## src/rtl/tlb_pkg.sv

```systemverilog
package tlb_pkg;
    typedef enum logic [2:0] {
        CMD_IDLE,
        CMD_LOOKUP,
        CMD_FILL,
        CMD_INVAL,
        CMD_FLUSH
    } tlb_cmd_e;
endpackage

```

## src/rtl/tlb_recency.sv

```systemverilog
// Per-set recency update: rank 0 is most-recently-used; only valid ways carry
// meaningful ranks, invalid ways form the free pool.
module tlb_recency #(
    parameter int WAYS = 4,
    parameter int RW   = $clog2(WAYS)
) (
    input  logic [WAYS-1:0]    vld,
    input  logic [WAYS*RW-1:0] rank_in,
    input  logic               touch,
    input  logic               drop,
    input  logic [RW-1:0]      sel,
    output logic [WAYS*RW-1:0] rank_out,
    output logic [RW-1:0]      victim
);
    logic [RW-1:0] r_sel;
    logic [RW-1:0] r_w;
    logic          have_free;

    always_comb begin
        r_sel     = rank_in[sel*RW +: RW];
        victim    = '0;
        have_free = 1'b0;
        for (int w = 0; w < WAYS; w++) begin
            if (!vld[w] && !have_free) begin
                victim    = RW'(w);
                have_free = 1'b1;
            end
        end
        if (!have_free) begin
            for (int w = 0; w < WAYS; w++) begin
                if (rank_in[w*RW +: RW] == RW'(WAYS-1)) victim = RW'(w);
            end
        end
        rank_out = rank_in;
        r_w      = '0;
        for (int w = 0; w < WAYS; w++) begin
            r_w = rank_in[w*RW +: RW];
            if (touch) begin
                if (RW'(w) == sel)
                    rank_out[w*RW +: RW] = '0;
                else if (vld[w] && (!vld[sel] || r_w < r_sel))
                    rank_out[w*RW +: RW] = r_w + 1'b1;
            end else if (drop) begin
                if (RW'(w) != sel && vld[w] && vld[sel] && r_w > r_sel)
                    rank_out[w*RW +: RW] = r_w - 1'b1;
            end
        end
    end
endmodule

```

## src/rtl/tlb_array.sv

```systemverilog
module tlb_array
    import tlb_pkg::*;
#(
    parameter int VA_W  = 32,
    parameter int OFF   = 12,
    parameter int SETS  = 8,
    parameter int WAYS  = 4,
    parameter int IW    = $clog2(SETS),
    parameter int TAG_W = VA_W - OFF - IW,
    parameter int FR_W  = VA_W - OFF,
    parameter int RW    = $clog2(WAYS)
) (
    input  logic                 clk,
    input  logic                 rst_n,
    input  tlb_cmd_e             cmd,
    input  logic [VA_W-1:0]      va,
    input  logic [FR_W-1:0]      fill_frame,
    input  logic                 fill_wr,
    input  logic                 fill_usr,
    output logic                 hit,
    output logic [FR_W-1:0]      hit_frame,
    output logic                 hit_wr,
    output logic                 hit_usr,
    output logic [SETS*WAYS-1:0] vld_all
);
    logic [WAYS-1:0]    vld_q   [SETS];
    logic [WAYS*RW-1:0] rank_q  [SETS];
    logic [TAG_W-1:0]   tag_q   [SETS][WAYS];
    logic [FR_W-1:0]    frame_q [SETS][WAYS];
    logic               wr_q    [SETS][WAYS];
    logic               usr_q   [SETS][WAYS];

    logic [IW-1:0]      set_idx;
    logic [TAG_W-1:0]   va_tag;
    logic [RW-1:0]      hit_way, victim, sel;
    logic [WAYS*RW-1:0] rank_nx;
    logic               touch, drop;

    assign set_idx = va[OFF+IW-1:OFF];
    assign va_tag  = va[VA_W-1:OFF+IW];

    always_comb begin
        hit     = 1'b0;
        hit_way = '0;
        for (int w = 0; w < WAYS; w++) begin
            if (vld_q[set_idx][w] && tag_q[set_idx][w] == va_tag) begin
                hit     = 1'b1;
                hit_way = RW'(w);
            end
        end
        hit_frame = frame_q[set_idx][hit_way];
        hit_wr    = wr_q[set_idx][hit_way];
        hit_usr   = usr_q[set_idx][hit_way];
    end

    assign sel   = (cmd == CMD_FILL && !hit) ? victim : hit_way;
    assign touch = (cmd == CMD_LOOKUP && hit) || cmd == CMD_FILL;
    assign drop  = (cmd == CMD_INVAL) && hit;

    tlb_recency #(.WAYS(WAYS), .RW(RW)) u_rec (
        .vld      (vld_q[set_idx]),
        .rank_in  (rank_q[set_idx]),
        .touch    (touch),
        .drop     (drop),
        .sel      (sel),
        .rank_out (rank_nx),
        .victim   (victim)
    );

    always_ff @(posedge clk) begin
        if (!rst_n) begin
            for (int s = 0; s < SETS; s++) begin
                vld_q[s]  <= '0;
                rank_q[s] <= '0;
            end
        end else begin
            unique case (cmd)
                CMD_FLUSH: begin
                    for (int s = 0; s < SETS; s++) vld_q[s] <= '0;
                end
                CMD_FILL: begin
                    vld_q[set_idx][sel] <= 1'b1;
                    rank_q[set_idx]     <= rank_nx;
                end
                CMD_LOOKUP: begin
                    if (hit) rank_q[set_idx] <= rank_nx;
                end
                CMD_INVAL: begin
                    if (hit) begin
                        vld_q[set_idx][sel] <= 1'b0;
                        rank_q[set_idx]     <= rank_nx;
                    end
                end
                CMD_IDLE: ;
                default: ;
            endcase
        end
    end

    always_ff @(posedge clk) begin
        if (cmd == CMD_FILL) begin
            tag_q[set_idx][sel]   <= va_tag;
            frame_q[set_idx][sel] <= fill_frame;
            wr_q[set_idx][sel]    <= fill_wr;
            usr_q[set_idx][sel]   <= fill_usr;
        end
    end

    for (genvar s = 0; s < SETS; s++) begin : g_flat
        assign vld_all[s*WAYS +: WAYS] = vld_q[s];
    end
endmodule

```

## src/rtl/split_tlb.sv

```systemverilog
module split_tlb
    import tlb_pkg::*;
#(
    parameter int VA_W      = 32,
    parameter int SETS      = 8,
    parameter int WAYS      = 4,
    parameter int SMALL_OFF = 12,
    parameter int LARGE_OFF = 22,
    parameter int FR_W      = VA_W - SMALL_OFF,
    parameter int LFR_W     = VA_W - LARGE_OFF,
    parameter int ENT       = SETS * WAYS
) (
    input  logic            clk,
    input  logic            rst_n,
    input  logic            lk_valid,
    input  logic [VA_W-1:0] lk_addr,
    input  logic            lk_write,
    input  logic            lk_user,
    input  logic            fill_valid,
    input  logic            fill_large,
    input  logic [VA_W-1:0] fill_addr,
    input  logic [FR_W-1:0] fill_frame,
    input  logic            fill_wr,
    input  logic            fill_usr,
    input  logic            inv_valid,
    input  logic [VA_W-1:0] inv_addr,
    input  logic            flush,
    output logic            rsp_valid,
    output logic            rsp_hit,
    output logic            rsp_fault,
    output logic [VA_W-1:0] rsp_paddr
);
    tlb_cmd_e        cmd, s_cmd, l_cmd;
    logic [VA_W-1:0] op_addr;
    logic            s_hit, l_hit, s_wr, l_wr, s_usr, l_usr;
    logic [FR_W-1:0]  s_frame;
    logic [LFR_W-1:0] l_frame;
    logic [ENT-1:0]  s_vld_all, l_vld_all;
    logic            any_hit, perm_ok, hit_n, fault_n;
    logic [VA_W-1:0] paddr_n;

    // Command arbitration: flush > invalidate > fill > lookup.
    always_comb begin
        if (flush)           cmd = CMD_FLUSH;
        else if (inv_valid)  cmd = CMD_INVAL;
        else if (fill_valid) cmd = CMD_FILL;
        else if (lk_valid)   cmd = CMD_LOOKUP;
        else                 cmd = CMD_IDLE;
    end

    always_comb begin
        s_cmd   = CMD_IDLE;
        l_cmd   = CMD_IDLE;
        op_addr = lk_addr;
        unique case (cmd)
            CMD_FLUSH: begin
                s_cmd = CMD_FLUSH;
                l_cmd = CMD_FLUSH;
            end
            CMD_INVAL: begin
                s_cmd   = CMD_INVAL;
                l_cmd   = CMD_INVAL;
                op_addr = inv_addr;
            end
            CMD_FILL: begin
                s_cmd   = fill_large ? CMD_IDLE : CMD_FILL;
                l_cmd   = fill_large ? CMD_FILL : CMD_IDLE;
                op_addr = fill_addr;
            end
            CMD_LOOKUP: begin
                s_cmd = CMD_LOOKUP;
                l_cmd = s_hit ? CMD_IDLE : CMD_LOOKUP;
            end
            CMD_IDLE: ;
            default: ;
        endcase
    end

    tlb_array #(.VA_W(VA_W), .OFF(SMALL_OFF), .SETS(SETS), .WAYS(WAYS)) u_small (
        .clk        (clk),
        .rst_n      (rst_n),
        .cmd        (s_cmd),
        .va         (op_addr),
        .fill_frame (fill_frame),
        .fill_wr    (fill_wr),
        .fill_usr   (fill_usr),
        .hit        (s_hit),
        .hit_frame  (s_frame),
        .hit_wr     (s_wr),
        .hit_usr    (s_usr),
        .vld_all    (s_vld_all)
    );

    tlb_array #(.VA_W(VA_W), .OFF(LARGE_OFF), .SETS(SETS), .WAYS(WAYS)) u_large (
        .clk        (clk),
        .rst_n      (rst_n),
        .cmd        (l_cmd),
        .va         (op_addr),
        .fill_frame (fill_frame[FR_W-1:FR_W-LFR_W]),
        .fill_wr    (fill_wr),
        .fill_usr   (fill_usr),
        .hit        (l_hit),
        .hit_frame  (l_frame),
        .hit_wr     (l_wr),
        .hit_usr    (l_usr),
        .vld_all    (l_vld_all)
    );

    always_comb begin
        any_hit = s_hit || l_hit;
        if (s_hit) begin
            perm_ok = (!lk_write || s_wr) && (!lk_user || s_usr);
            paddr_n = {s_frame, lk_addr[SMALL_OFF-1:0]};
        end else begin
            perm_ok = (!lk_write || l_wr) && (!lk_user || l_usr);
            paddr_n = {l_frame, lk_addr[LARGE_OFF-1:0]};
        end
        hit_n   = any_hit && perm_ok;
        fault_n = any_hit && !perm_ok;
    end

    always_ff @(posedge clk) begin
        if (!rst_n) begin
            rsp_valid <= 1'b0;
            rsp_hit   <= 1'b0;
            rsp_fault <= 1'b0;
            rsp_paddr <= '0;
        end else begin
            rsp_valid <= (cmd == CMD_LOOKUP);
            rsp_hit   <= (cmd == CMD_LOOKUP) && hit_n;
            rsp_fault <= (cmd == CMD_LOOKUP) && fault_n;
            rsp_paddr <= ((cmd == CMD_LOOKUP) && hit_n) ? paddr_n : '0;
        end
    end
endmodule

```

## config.mk

```make
export PLATFORM = sky130hd
export DESIGN_NAME = split_tlb
export DESIGN_NICKNAME = d
export VERILOG_FILES = /design/src/rtl/tlb_pkg.sv /design/src/rtl/tlb_recency.sv /design/src/rtl/tlb_array.sv /design/src/rtl/split_tlb.sv
export SDC_FILE = /design/constraint.sdc
export NUM_CORES = 2
export LEC_CHECK = 0
export BUFFER_PORTS_ARGS = -buffer_cell sky130_fd_sc_hd__buf_4
export CORE_ASPECT_RATIO = 0.9
export CORE_MARGIN = 5
export CORE_UTILIZATION = 55
export DETAILED_ROUTE_END_ITERATION = 8
export HOLD_SLACK_MARGIN = 0.06
export PLACE_DENSITY = 0.74
export SLEW_MARGIN = 10
export SYNTH_ARGS = -nofsm -noshare
export SYNTH_HDL_FRONTEND = slang
export SYNTH_HIERARCHICAL = 1
export SYNTH_SLANG_ARGS = --single-unit
```

## constraint.sdc

```tcl
create_clock -name clk -period 10.5 [get_ports clk]
set_input_delay 1.575 -clock clk [delete_from_list [all_inputs] [get_ports clk]]
set_output_delay 1.575 -clock clk [all_outputs]
set_load 0.005 [all_outputs]
```

==> impl_metrics.json <==
{
  "fin_hold_ws_ns": 0.965,
  "route.vias.total": 50900,
  "end_kind": "flop",
  "drive_gt1_share_pct": 20.0,
  "fin_util_pct": 62.2,
  "hold-path-cell-count": 4,
  "power_mw": 17.8,
  "grt_pass1_vias": 49300,
  "crit_path_start": "flush",
  "placementRows": 136,
  "reg2reg_slack_ns": 4.02,
  "grt_usage_pct": 29.1,
  "syn-cell-area_mm2": 0.0845,
  "crit_arrival_ns": 9.66,
  "via_per_inst": 6.89,
  "fin_crit_ns": 8.98,
  "postRouteAntennaNets": 0,
  "root_buffer": "clkbuf_16",
  "grt_max_degree": 113,
  "slowest_delay_ns": 0.79,
  "grt_overflow": 0,
  "syn-num-nets": 5158,
  "hold_start": "u_large/frame_q[5][5]",
  "grt_first_pass_wirelength_mm": 343,
  "finalWeightedCongestion": 0.873,
  "peakVddDrop_v": 0.000198,
  "cts_tree": "built",
  "post_cts_buffers": 0,
  "layout_common_cells": "edfxtp_1 (2048), a22oi_1 (342), buf_4 (336), mux2i_1 (252), nor2_1 (205)",
  "status": "completed",
  "start_util_pct": 55.3,
  "placed_cell_area_mm2": 0.0888,
  "fmax_ghz": 0.111,
  "p_leak_nw": 30.7,
  "rsz0062_at_grt": "false",
  "hold_viol_final": 0,
  "reg2reg_depth": 21,
  "wl_per_cell_um": 32.3,
  "io_pins": 162,
  "fin_setup_tns_ns": 0,
  "fin_nets": 5365,
  "clock_latency_ns": 0.83,
  "die_w_um": 423,
  "die_y_um": 382,
  "dp.cells": 7014,
  "core-area_mm2": 0.153,
  "netlist_instances": 5007,
  "antenna_found_initial": 8,
  "drt_iter0_markers": 8639,
  "drc_errors": 0,
  "avgSynthCellArea_um2": 16.9,
  "r2r-end": "u_large/rank_q[6][0]",
  "crit_slowest_cell": "a2111oi_1",
  "fin_worst_skew_ns": 0.0495,
  "die_area_mm2": 0.162,
  "design_area_mm2": 0.0949,
  "max_slew_margin_pct": 16.6,
  "firstDrtPassIters": 6,
  "timing.rr.start": "u_small/tag_q[5][14]",
  "dp_hpwl_mm": 133,
  "fin_ws_ns": 1.52,
  "clk_pin_slew_worst_paths_ns": 0.06,
  "maxCapViolCount": 0,
  "worstPathRequired_ns": 11.18,
  "dp_slack_ns": 0.911,
  "worstSetupStartpointType": "input pin",
  "layout_commonest_cell": "edfxtp_1",
  "slew_violations": 0,
  "cts.path.max_buffers": 3,
  "clkSinkCount": 2083,
  "finalNonFillerCells": 7392,
  "portBuffers": 137,
  "flow.area_growth_from_synthesis_pct": 12.3,
  "h-tree-depth": 4,
  "hold_class": "flop to flop",
  "finalCritPeriodShare_pct": 85.6,
  "numCtsBuffers": 198,
  "setup.worst_path.end": "u_large/rank_q[6][0]",
  "setup_viol": 0,
  "routed_wl_mm": 239,
  "ys_warn_count": 6,
  "worstMarginPinSlew_ns": 1.25,
  "setup.worst_path.class": "input pin to flop",
  "power-per-cell-area_mw_per_mm2": 187,
  "cts.repair.resized": 0,
  "postCtsHoldBufs": 0,
  "critical_path_peak_fanout": 58
}
-- final cells by class --
cell class	instances	area, µm²
diodes	10	25.0
fillers	10500	57700
clock inverters	104	731
well taps	2001	2500
inverters	41	155
repair buffers	352	2850
clock buffers	263	5370
multi-input cells	2538	21100
flip-flops and latches	2083	62200
-- flip-flops by register name, indices dropped and copies added, names as in the netlist, 32 cells and up --
register / count
u_large/usr_q: 32
u_small/frame_q: 640
u_small/tag_q: 544
u_large/rank_q: 64
u_small/wr_q: 32
u_large/tag_q: 224
u_small/rank_q: 64
u_small/vld_q: 32
u_small/usr_q: 32
u_large/vld_q: 32
u_large/frame_q: 320
rsp_paddr: 32
u_large/wr_q: 32
-- worst max-delay path, delay by kind of cell --
kind	cells	cell delay (ns)
muxes	1	0.36
adders and majority gates	1	0.27
buffers and inverters	6	1.27
and+or+nand+nor	9	2.62
AOI/OAI and AO/OA	10	3.36
xor gates and xnor gates	1	0.10
-- worst min-delay path by stage --
stage                          to  slack [ns]
finish              rsp_paddr[27]        0.97
global route        rsp_paddr[27]        0.98
CTS                  rsp_paddr[5]        0.96
detailed placement  rsp_paddr[27]        0.94
global placement    rsp_paddr[27]        0.91
floorplan           rsp_paddr[29]        0.70
-- layer usage --
metal	part of all wire, %	wire length (µm)	track usage [%]
met1	37	88500	41.7
met2	44	106000	43.0
met3	14	34000	7.88
met4	4.2	10000	11.5
met5	0.033	78	0
-- report_power, final --
group / switching [mW] / internal [mW] / total [mW]
registers: 0.0144 / 9.23 / 9.25
clock network: 3.03 / 3.70 / 6.73
logic: 1.22 / 0.589 / 1.81
No activity file was read; power rests on OpenSTA's default activity.
